`config.mk`:
```
export PLATFORM = sky130hd
export DESIGN_NAME = vic_collector
export DESIGN_NICKNAME = d
export VERILOG_FILES = /design/src/rtl/vic_pkg.sv /design/src/rtl/vic_arbiter.sv /design/src/rtl/vic_level_gate.sv /design/src/rtl/vic_collector.sv
export SDC_FILE = /design/constraint.sdc
export NUM_CORES = 1
export LEC_CHECK = 0
export BUFFER_PORTS_ARGS = -buffer_cell sky130_fd_sc_hd__buf_2
export CORE_MARGIN = 3
export CORE_UTILIZATION = 50
export CTS_BUF_LIST = sky130_fd_sc_hd__clkbuf_16
export DETAILED_ROUTE_END_ITERATION = 10
export GPL_TIMING_DRIVEN = 1
export MAX_ROUTING_LAYER = met4
export PLACE_DENSITY_LB_ADDON = 0.08
export REMOVE_ABC_BUFFERS = 1
export SKIP_LAST_GASP = 1
export SLEW_MARGIN = 30
export SYNTH_ARGS = -nofsm -noshare
export SYNTH_HDL_FRONTEND = slang
export SYNTH_SLANG_ARGS = --single-unit
```
`constraint.sdc`:
```
create_clock -name clk_i -period 103.6 [get_ports clk_i]
set_input_delay 10.36 -clock clk_i [delete_from_list [all_inputs] [get_ports clk_i]]
set_output_delay 10.36 -clock clk_i [all_outputs]
set_load 0.05 [all_outputs]
```
`src/rtl/vic_pkg.sv`:
```
package vic_pkg;

    typedef enum logic [1:0] {
        OP_WRITE = 2'd0,
        OP_SET   = 2'd1,
        OP_CLEAR = 2'd2,
        OP_FLIP  = 2'd3
    } alias_op_e;

    localparam int unsigned REG_W = 32;

    // Register slot index = address bits 8:4
    localparam logic [4:0] IDX_VECTOR    = 5'd0;
    localparam logic [4:0] IDX_LVLACK    = 5'd1;
    localparam logic [4:0] IDX_CTRL      = 5'd2;
    localparam logic [4:0] IDX_STATUS    = 5'd3;
    localparam logic [4:0] IDX_RAW_LO    = 5'd4;
    localparam logic [4:0] IDX_RAW_HI    = 5'd5;
    localparam logic [4:0] IDX_SRC_FIRST = 5'd6;
    localparam logic [4:0] IDX_BASE      = 5'd22;
    localparam logic [4:0] IDX_SCRATCH   = 5'd31;

    localparam int unsigned BIT_GLB_EN   = 16;
    localparam int unsigned BIT_RD_ENTER = 18;
    localparam int unsigned BIT_NO_NEST  = 19;

    function automatic logic [REG_W-1:0] apply_alias(
        input alias_op_e        op,
        input logic [REG_W-1:0] cur,
        input logic [REG_W-1:0] val
    );
        case (op)
            OP_WRITE: return val;
            OP_SET:   return cur | val;
            OP_CLEAR: return cur & ~val;
            default:  return cur ^ val;
        endcase
    endfunction

endpackage

```
`src/rtl/vic_arbiter.sv`:
```
module vic_arbiter #(
    parameter int unsigned NUM_SRC = 64,
    parameter int unsigned PRIO_W  = 2,
    parameter int unsigned IDX_W   = $clog2(NUM_SRC)
) (
    input  logic [NUM_SRC-1:0]             pend_i,
    input  logic [NUM_SRC-1:0][PRIO_W-1:0] prio_i,
    output logic                           found_o,
    output logic [IDX_W-1:0]               idx_o,
    output logic [PRIO_W-1:0]              lvl_o
);
    // Scan from the top index down; ">=" lets a lower index take over a tie.
    always_comb begin
        found_o = 1'b0;
        idx_o   = '0;
        lvl_o   = '0;
        for (int i = NUM_SRC - 1; i >= 0; i--) begin
            if (pend_i[i] && (!found_o || prio_i[i] >= lvl_o)) begin
                found_o = 1'b1;
                idx_o   = IDX_W'(i);
                lvl_o   = prio_i[i];
            end
        end
    end
endmodule

```
`src/rtl/vic_level_gate.sv`:
```
module vic_level_gate #(
    parameter int unsigned LEVELS = 4,
    parameter int unsigned PRIO_W = 2
) (
    input  logic [LEVELS-1:0] inserv_i,
    input  logic              found_i,
    input  logic [PRIO_W-1:0] lvl_i,
    input  logic              glb_en_i,
    input  logic              no_nest_i,
    output logic              raise_o
);
    logic blocked;

    always_comb begin
        blocked = 1'b0;
        for (int l = 0; l < LEVELS; l++) begin
            if (inserv_i[l] && (no_nest_i || PRIO_W'(l) >= lvl_i)) begin
                blocked = 1'b1;
            end
        end
        raise_o = glb_en_i && found_i && !blocked;
    end
endmodule

```
`src/rtl/vic_collector.sv`:
```
module vic_collector #(
    parameter int unsigned NUM_SRC = 64,
    parameter int unsigned PRIO_W  = 2,
    parameter int unsigned ADDR_W  = 9
) (
    input  logic                     clk_i,
    input  logic                     rst_ni,
    input  logic [ADDR_W-1:0]        addr_i,
    input  logic [vic_pkg::REG_W-1:0] wdata_i,
    input  logic                     wr_i,
    input  logic                     rd_i,
    output logic [vic_pkg::REG_W-1:0] rdata_o,
    input  logic [NUM_SRC-1:0]       raw_i,
    output logic                     irq_o
);
    import vic_pkg::*;

    localparam int unsigned LEVELS   = 1 << PRIO_W;
    localparam int unsigned IDX_W    = $clog2(NUM_SRC);
    localparam int unsigned CFG_W    = PRIO_W + 2;
    localparam int unsigned EN_BIT   = PRIO_W;
    localparam int unsigned SW_BIT   = PRIO_W + 1;
    localparam int unsigned LANE_W   = 8;
    localparam int unsigned SPR      = REG_W / LANE_W;
    localparam int unsigned SRC_REGS = NUM_SRC / SPR;
    localparam int unsigned SLOT_W   = ADDR_W - 4;

    typedef struct packed {
        logic [NUM_SRC-1:0][CFG_W-1:0] cfg;
        logic [LEVELS-1:0]             inserv;
        logic                          glb_en;
        logic                          rd_enter;
        logic                          no_nest;
        logic [REG_W-3:0]              base;
        logic [REG_W-1:0]              scratch;
        logic [IDX_W-1:0]              vec;
        logic                          irq;
    } state_t;

    state_t s_q, s_d;

    logic [SLOT_W-1:0]             slot;
    alias_op_e                     op;
    logic                          aligned;
    logic                          src_hit;
    int                            src_reg;
    logic [REG_W-1:0]              rd_val;
    logic [REG_W-1:0]              new_val;
    logic [2*REG_W-1:0]            raw_pad;
    logic [NUM_SRC-1:0]            pend;
    logic [NUM_SRC-1:0][PRIO_W-1:0] prio;
    logic                          win_found;
    logic [IDX_W-1:0]              win_idx;
    logic [PRIO_W-1:0]             win_lvl;
    logic                          raise;
    logic                          enter;
    logic [LEVELS-1:0]             ack_mask;
    logic                          glb_en_q;
    logic                          no_nest_q;
    logic [LEVELS-1:0]             inserv_q;
    logic [IDX_W-1:0]              vec_q;

    assign glb_en_q  = s_q.glb_en;
    assign no_nest_q = s_q.no_nest;
    assign inserv_q  = s_q.inserv;
    assign vec_q     = s_q.vec;

    assign slot    = addr_i[ADDR_W-1:4];
    assign op      = alias_op_e'(addr_i[3:2]);
    assign aligned = (addr_i[1:0] == 2'b00);
    assign src_reg = int'(slot) - int'(IDX_SRC_FIRST);
    assign src_hit = (src_reg >= 0) && (src_reg < int'(SRC_REGS));
    assign raw_pad = (2*REG_W)'(raw_i);

    generate
        for (genvar g = 0; g < NUM_SRC; g++) begin : g_src
            assign pend[g] = s_q.cfg[g][EN_BIT] & (raw_i[g] | s_q.cfg[g][SW_BIT]);
            assign prio[g] = s_q.cfg[g][PRIO_W-1:0];
        end
    endgenerate

    vic_arbiter #(
        .NUM_SRC (NUM_SRC),
        .PRIO_W  (PRIO_W),
        .IDX_W   (IDX_W)
    ) u_arb (
        .pend_i  (pend),
        .prio_i  (prio),
        .found_o (win_found),
        .idx_o   (win_idx),
        .lvl_o   (win_lvl)
    );

    vic_level_gate #(
        .LEVELS (LEVELS),
        .PRIO_W (PRIO_W)
    ) u_gate (
        .inserv_i  (inserv_q),
        .found_i   (win_found),
        .lvl_i     (win_lvl),
        .glb_en_i  (glb_en_q),
        .no_nest_i (no_nest_q),
        .raise_o   (raise)
    );

    // Read view of the addressed slot (also the "current" value for aliases)
    always_comb begin
        rd_val = '0;
        case (slot)
            SLOT_W'(IDX_VECTOR):  rd_val = {s_q.base, 2'b00}
                                         + {{(REG_W-IDX_W-2){1'b0}}, s_q.vec, 2'b00};
            SLOT_W'(IDX_LVLACK):  rd_val = REG_W'(s_q.inserv);
            SLOT_W'(IDX_CTRL): begin
                rd_val[BIT_GLB_EN]   = s_q.glb_en;
                rd_val[BIT_RD_ENTER] = s_q.rd_enter;
                rd_val[BIT_NO_NEST]  = s_q.no_nest;
            end
            SLOT_W'(IDX_STATUS):  rd_val = REG_W'(s_q.vec);
            SLOT_W'(IDX_RAW_LO):  rd_val = raw_pad[REG_W-1:0];
            SLOT_W'(IDX_RAW_HI):  rd_val = raw_pad[2*REG_W-1:REG_W];
            SLOT_W'(IDX_BASE):    rd_val = {s_q.base, 2'b00};
            SLOT_W'(IDX_SCRATCH): rd_val = s_q.scratch;
            default: begin
                if (src_hit) begin
                    for (int b = 0; b < int'(SPR); b++) begin
                        rd_val[b*LANE_W +: CFG_W] = s_q.cfg[src_reg*int'(SPR) + b];
                    end
                end
            end
        endcase
    end

    assign rdata_o = aligned ? rd_val : '0;
    assign new_val = apply_alias(op, rd_val, wdata_i);
    assign irq_o   = s_q.irq;

    // Next-state computation
    always_comb begin
        s_d      = s_q;
        ack_mask = '0;
        enter    = s_q.irq && aligned && (slot == SLOT_W'(IDX_VECTOR))
                 && (s_q.rd_enter ? rd_i : wr_i);

        if (wr_i && aligned) begin
            case (slot)
                SLOT_W'(IDX_LVLACK):  ack_mask = wdata_i[LEVELS-1:0];
                SLOT_W'(IDX_CTRL): begin
                    s_d.glb_en   = new_val[BIT_GLB_EN];
                    s_d.rd_enter = new_val[BIT_RD_ENTER];
                    s_d.no_nest  = new_val[BIT_NO_NEST];
                end
                SLOT_W'(IDX_BASE):    s_d.base    = new_val[REG_W-1:2];
                SLOT_W'(IDX_SCRATCH): s_d.scratch = new_val;
                default: begin
                    if (src_hit) begin
                        for (int b = 0; b < int'(SPR); b++) begin
                            s_d.cfg[src_reg*int'(SPR) + b] = new_val[b*LANE_W +: CFG_W];
                        end
                    end
                end
            endcase
        end

        s_d.inserv = s_q.inserv & ~ack_mask;
        if (enter) begin
            s_d.inserv[s_q.cfg[s_q.vec][PRIO_W-1:0]] = 1'b1;
        end

        s_d.irq = raise;
        if (raise) begin
            s_d.vec = win_idx;
        end
    end

    always_ff @(posedge clk_i) begin
        if (!rst_ni) begin
            s_q <= '0;
        end else begin
            s_q <= s_d;
        end
    end

endmodule

```
==> results of run 1 <==
## routing by layer
layer	vias to the layer above	global-route usage, %
met1	12127	46.8
met3	227	6.06
met5	-	-
met2	1276	57.5
met4	0	16.0
li1	11068	-
## critical path, delay by kind of cell
family,cells,cell delay (ns)
adder cells (fa/ha/maj),76,21.23
multiplexers,18,5.97
buffers and inverters,17,1.79
AND/OR/NAND/NOR,144,22.04
AO/OA/AOI/OAI,164,35.57
## worst paths after layout
kind              slack [ns]             startpoint                    end  depth (start not counted)
hold / removal          0.50   s_q[28]$_SDFFE_PN0P_   s_q[28]$_SDFFE_PN0P_                          1
setup reg to reg       16.62  s_q[331]$_SDFFE_PN0P_  vec_q[5]$_SDFFE_PN0P_                        418
setup / recovery        7.08              raw_i[63]  vec_q[5]$_SDFFE_PN0P_                        419
hold reg to reg         0.50   s_q[28]$_SDFFE_PN0P_   s_q[28]$_SDFFE_PN0P_                          1
## layout by cell type, fill, tap and decap left out, types with 9 or more instances in the layout
| master | n |
|---|---|
| a211oi_1 | 34 |
| a21o_1 | 22 |
| a21oi_1 | 132 |
| a222oi_1 | 14 |
| a22oi_1 | 58 |
| a31oi_1 | 22 |
| and2_1 | 19 |
| and3_1 | 26 |
| buf_2 | 137 |
| buf_4 | 44 |
| clkbuf_16 | 41 |
| dfxtp_1 | 330 |
| ha_1 | 142 |
| inv_1 | 182 |
| maj3_1 | 13 |
| mux2_2 | 31 |
| mux2i_1 | 9 |
| mux4_2 | 129 |
| nand2_1 | 482 |
| nand2b_1 | 69 |
| nand3_1 | 46 |
| nand4_1 | 18 |
| nor2_1 | 192 |
| nor2_2 | 10 |
| nor2b_1 | 18 |
| nor3_1 | 26 |
| nor3_2 | 11 |
| o211a_1 | 324 |
| o211ai_1 | 17 |
| o21a_1 | 63 |
| o21ai_0 | 93 |
| o21ai_1 | 14 |
| or2_2 | 11 |
| xnor2_1 | 16 |
## cells by family after synthesis
| group | count (synthesis) | share of synthesized area, % |
|---|---|---|
| and+or+nand+nor | 987 | 17.7 |
| AOI/OAI and AO/OA | 926 | 29.2 |
| buffers and inverters | 377 | 5.61 |
| DFF | 332 | 26.0 |
| muxes | 171 | 13.2 |
| adders and majority gates | 156 | 7.54 |
| xor gates and xnor gates | 24 | 0.822 |
## flip-flops by register name (all words and copies together) (netlist names)
register and count:
prio 128, glb_en_q 1, inserv_q 4, s_q 191, vec_q 6, irq_o 1
no_nest_q 1
## through the flow
stage	utilization, %	power, mW	setup slack [ns]
floorplan	-	0.148	17.75
global placement	53.2	0.166	8.95
detailed placement	53.4	0.168	7.28
CTS	55.9	0.308	7.51
global route	55.9	0.315	0.126
finish	56.0	0.307	7.08
## power by group
group / internal (mW) / total (mW) / switching, mW / leakage, nW
Clock: 0.0815 / 0.141 / 0.0597 / 0.642
Combinational: 0.0118 / 0.0371 / 0.0253 / 11.5
Sequential: 0.128 / 0.129 / 0.000687 / 2.67
## cell type report
cell class	count	area (sq um)	area share, %
Multi-Input combinational cell	2264	17600	62.6
Sequential cell	332	6650	23.6
Timing Repair Buffer	186	1110	3.95
Clock buffer	41	1030	3.64
Tap cell	672	841	2.98
Inverter	179	672	2.38
Clock inverter	28	238	0.843
Antenna cell	4	10.0	0.0355
==> results_dict.tcl, run 1 <==
set metrics [dict create \
    status "complete, no violations" \
    placed_cells 3632 \
    postSynthAreaPerCell_sq_um 8.60 \
    critPathLaunchType "primary input" \
    design_area_sq_um 28200 \
    die_y_microns 232 \
    post_cts_resized 0 \
    finalMaxSlewViolations 0 \
    viasPerCell 6.66 \
    wl_microns 98400 \
    grt_use_total_pct 36.7 \
    clkLatencyLatePin_ns 0.58 \
    n_fill_cell 4638 \
    place.gp.congestion 1.01 \
    cpMostUsedCell "ha_1" \
    fin_worst_skew_ns 0.0269 \
    wire_per_inst_microns 26.6 \
    cts_max_path_buffers 3 \
    wl_met1_microns 39800 \
    grt_pass1_vias 22835 \
    slowest_delay_ns 0.53 \
    syn2layout_area_growth_pct 10.3 \
    h-tree-depth 2 \
    cp.required_ns 104.10 \
    core_area_sq_um 50400 \
    rsz0062_at_grt "no" \
    grt_max_degree 94 \
    setup_viol 0 \
    drive_gt1_share_pct 16.7 \
    synth_top_area_cell "dfxtp_1" \
    ys.flop_type "dfxtp_1" \
    leakage_nw 14.8 \
    powerDensity_nw_per_um2 10.9 \
    core.rowCount 82 \
    critical_path.max_fanout 10 \
    synth.most_common_cell "nand2_1" \
    async_flop_share_pct 0 \
    via_count 24698 \
    syn_inst 2973 \
    path_clk_slew_ns 0.06 \
    period_share_pct 93.2 \
    worst_slew_pin_slew_ns 1.00 \
    critical-path-slowest-cell "o31ai_4" \
    maxCapViolCount 0 \
    ioPinCount 142 \
    endpoint_kind "register" \
    seq_area_frac_synth_pct 26.0 \
    highest_layer "met4" \
    fmax_ghz 0.0104 \
    yosys_warnings 0 \
    dr_wl_met3_microns 8960 \
    vdd_drop_max_mv 0.0115 \
    drtIter0Drc 2917 \
    nets 3255 \
    cts_hold_buf 0 \
    synth_top_area_share_pct 26.0 \
    drc 0 \
    relSlewSlack_pct 33.3 \
    grt_overflow 0 \
    antenna_left 0 \
    arrival_ns 97.01 \
    timing.final.hold_violations 0 \
    grt_pass1_wl_microns 145000 \
    syn_area_sq_um 25600 \
    port_buffers 141 \
    cts_buffers 40 \
    postPlaceCellArea_sq_um 26900 \
    post_layout_nonfiller_instances 3706 \
    routed-wl-met2_microns 45200 \
    synthTopCellsByArea "dfxtp_1 (26%), o211a_1 (13%), mux4_2 (11%)" \
    die_w_microns 232 \
    synthTopCellsByCount "nand2_1 (482), dfxtp_1 (332), o211a_1 (324)" \
    final.setup.tns_ns 0 \
    ys_seq_elements 332 \
    hp-class "register to register" \
    die-area_sq_um 53900 \
    min_period_ns 96.52 \
    antenna_found_initial 2 \
    cts-root-buf "clkbuf_16" \
    synth_edf_count 0 \
    clock_sinks 332 \
    synth_cell_type_count 111 \
    hold_slack_ns 0.500 \
    first_pass_iters 6 \
    post_cts_buffers 0 \
    cts_tree "built" \
    dp_hpwl_microns 74600 \
    initial_core_util_pct 50.7 \
    critPathKind "primary input to register" \
]
Power figures use the tool's default switching activity.
==> run 2, diff against run 1 <==
--- a/config.mk
+++ b/config.mk
@@ -5,6 +5,7 @@
 export SDC_FILE = /design/constraint.sdc
 export NUM_CORES = 1
 export LEC_CHECK = 0
+export ABC_AREA = 1
 export BUFFER_PORTS_ARGS = -buffer_cell sky130_fd_sc_hd__buf_2
 export CORE_MARGIN = 3
 export CORE_UTILIZATION = 50
==> constraint.sdc (replaced) <==
create_clock -name clk_i -period 119.6 [get_ports clk_i]
set_input_delay 11.96 -clock clk_i [delete_from_list [all_inputs] [get_ports clk_i]]
set_output_delay 11.96 -clock clk_i [all_outputs]
set_load 0.05 [all_outputs]
==> run 2 against run 1 <==
Against the previous run: first-iteration DRC count rose by 20%; cell count rose by 20%; register-to-register slack improved by 37 ns; sequential share of layout area rose by 1.1 points; worst hold slack got worse by 0.014 ns; flip-flop and latch count did not move; core utilization rose by 0.21 points; via count rose by 12%; critical endpoint unchanged; highest routed layer unchanged.
==> results_dict.tcl, run 2 <==
set metrics [dict create \
    port_buffers 141 \
    period_share_pct 64.8 \
    place.gp.congestion 1.01 \
    status "complete, no violations" \
    finish.utilization_pct 56.2 \
    viasPerCell 6.23 \
    design_area_sq_um 26900 \
    postSynthAreaPerCell_sq_um 6.47 \
    min_from "inserv_q[3]$_SDFF_PN0_" \
    cts_buffers 40 \
    cp.required_ns 120.07 \
    grt_max_degree 121 \
    synthTopCellsByCount "o21ai_0 (638), inv_1 (555), a21oi_1 (427)" \
    cts-root-buf "clkbuf_16" \
    clkLatencyLatePin_ns 0.59 \
    hp-class "register to register" \
    antenna_left 0 \
    hold_end "inserv_q[3]$_SDFF_PN0_" \
    placed_cells 4375 \
    post_cts_resized 0 \
    rsz0062_at_grt "no" \
    die-area_sq_um 51400 \
    cts_tree "built" \
    syn_inst 3769 \
    ys_seq_elements 332 \
    p_total_uw 281 \
    core.rowCount 80 \
    layout_commonest_cell "o21ai_0" \
    seq_area_frac_synth_pct 27.3 \
    grt_pass1_vias 25455 \
    leakage_nw 12.7 \
    path_clk_slew_ns 0.06 \
    powerDensity_nw_per_um2 10.4 \
    initial_core_util_pct 50.8 \
    ioPinCount 142 \
    cpMostUsedCell "inv_1" \
    switching_power_uw 87.2 \
    grt_pass1_wl_microns 153000 \
    arrival_ns 77.98 \
    clock_sinks 332 \
    clkPwrFrac_pct 44.6 \
    h-tree-depth 2 \
    die_w_microns 227 \
    post_layout_nonfiller_instances 4450 \
    final.setup.tns_ns 0 \
    pwr-share-comb_pct 15.7 \
    power_frac_seq_pct 39.7 \
    setup_viol 0 \
    r2r_start "s_q[331]$_SDFFE_PN0P_" \
    hold_path_depth 2 \
    drc 0 \
    synthTopCellsByArea "dfxtp_1 (27%), o21ai_0 (13%), a21oi_1 (8.8%)" \
    drtIter0Drc 3506 \
    critPathLaunchType "primary input" \
    synth_top_area_cell "dfxtp_1" \
    n_fill_cell 4815 \
    ys.flop_type "dfxtp_1" \
    wl_microns 104000 \
    grt_use_total_pct 40.3 \
    relSlewSlack_pct 33.3 \
    r2r_cells 528 \
    hold_slack_ns 0.486 \
    slowest_delay_ns 0.45 \
    grt_overflow 0 \
    async_flop_share_pct 0 \
    dpl_worst_slack_ns 42.25 \
    critPathKind "primary input to register" \
    core_area_sq_um 47900 \
    vdd_drop_max_mv 0.0101 \
    finalMaxSlewViolations 0 \
    min_period_ns 77.51 \
    largest_reg_flops 191 \
    worst_slew_pin_slew_ns 1.00 \
    nets 4054 \
    cts_hold_buf 0 \
    fin_worst_skew_ns 0.0279 \
    syn2layout_area_growth_pct 10.5 \
    yosys_warnings 0 \
    via_count 27725 \
    synth_edf_count 0 \
    synth_cell_type_count 52 \
    synth_top_area_share_pct 27.3 \
    critical_path.max_fanout 12 \
    reg2reg_to "vec_q[5]$_SDFFE_PN0P_" \
    endpoint_kind "register" \
    drive_gt1_share_pct 13.8 \
    first_pass_iters 6 \
    synth.most_common_cell "o21ai_0" \
    critical-path-slowest-cell "or3b_2" \
    cts_max_path_buffers 3 \
    antenna_found_initial 5 \
    power.internal_uw 194 \
    dp_hpwl_microns 76000 \
    syn_area_sq_um 24400 \
    mostFrequentLayoutCells "o21ai_0 (638), inv_1 (557), a21oi_1 (427)" \
    wire_per_inst_microns 23.3 \
    swShare_pct 31.1 \
    die_y_microns 227 \
    rrSetupSlack_ns 53.22 \
    regMostFlops "s_q" \
    maxCapViolCount 0 \
    post_cts_buffers 0 \
    layout_setup_ws_ns 42.09 \
    timing.final.hold_violations 0 \
    postPlaceCellArea_sq_um 25600 \
    fmax_ghz 0.0129 \
]
==> run 2: cell types whose count changed in the layout (fill, tap and decap cells not counted), moves of 47 or more <==
cell,before,now
a22oi_1,58,11
nand2_2,1,165
nand3_1,46,165
nor2_1,192,255
o21ai_0,93,638
nand2b_1,69,0
nand2_1,482,422
o22ai_1,5,111
a21oi_1,132,427
inv_1,182,557
a221oi_1,5,52
o211a_1,324,0
mux4_2,129,0
==> run 2: worst max-delay path by stage <==
| stage | startpoint | cells past startpoint | to | slack, ns |
|---|---|---|---|---|
| global route | raw_i[63] | 534 | vec_q[5]$_SDFFE_PN0P_ | 35.24 |
| floorplan | raw_i[63] | 520 | vec_q[2]$_SDFFE_PN0P_ | 50.12 |
| finish | raw_i[63] | 529 | vec_q[5]$_SDFFE_PN0P_ | 42.09 |
| global placement | raw_i[63] | 523 | vec_q[5]$_SDFFE_PN0P_ | 44.64 |
| CTS | raw_i[63] | 529 | vec_q[5]$_SDFFE_PN0P_ | 42.63 |
| detailed placement | raw_i[63] | 527 | vec_q[5]$_SDFFE_PN0P_ | 42.25 |
==> run 2: layout make-up <==
class	instances	area, sq um	area share [%]
repair buffers	191	1090	4.05
diodes	4	10.0	0.0372
well taps	615	769	2.86
inverters	565	2120	7.88
flip-flops and latches	332	6650	24.7
multi-input cells	2672	15000	55.7
clock buffers	40	1000	3.72
clock inverters	31	290	1.08
==> run 2: power by group through the flow <==
stage          clock network [mW]  logic (mW)  registers, mW
3_3_place_gp                    0      0.0416          0.114
6_report                    0.125      0.0441          0.111
3_5_place_dp                    0      0.0424          0.114
5_1_grt                     0.130      0.0464          0.111
2_1_floorplan                   0      0.0206          0.114
4_1_cts                     0.125      0.0426          0.111
==> run 2: critical path, delay by kind of cell <==
family / cells / cell delay (ns)
AO/OA/AOI/OAI: 119 / 15.55
adder cells (fa/ha/maj): 63 / 17.88
buffers and inverters: 111 / 7.21
AND/OR/NAND/NOR: 236 / 25.31
==> run 2: cell families (layout without fill, tap and decap cells) <==
group,count (synthesis),in the layout,share of synthesized area [%]
flip-flops,332,332,27.3
AO/OA/AOI/OAI,1362,1362,31.0
buffers and inverters,765,827,11.8
AND/OR/NAND/NOR,1166,1166,22.5
other,0,4,0
XOR/XNOR,1,1,0.0359
adder cells (fa/ha/maj),143,143,7.37
==> run 2: routing by layer <==
metal / GRT usage [%] / up-vias / share of wire (%)
met5: - / - / 0
met4: 20.1 / 0 / 5.7
met3: 8.29 / 336 / 11
met2: 60.9 / 1539 / 43
met1: 51.2 / 12984 / 40
li1: - / 12866 / -
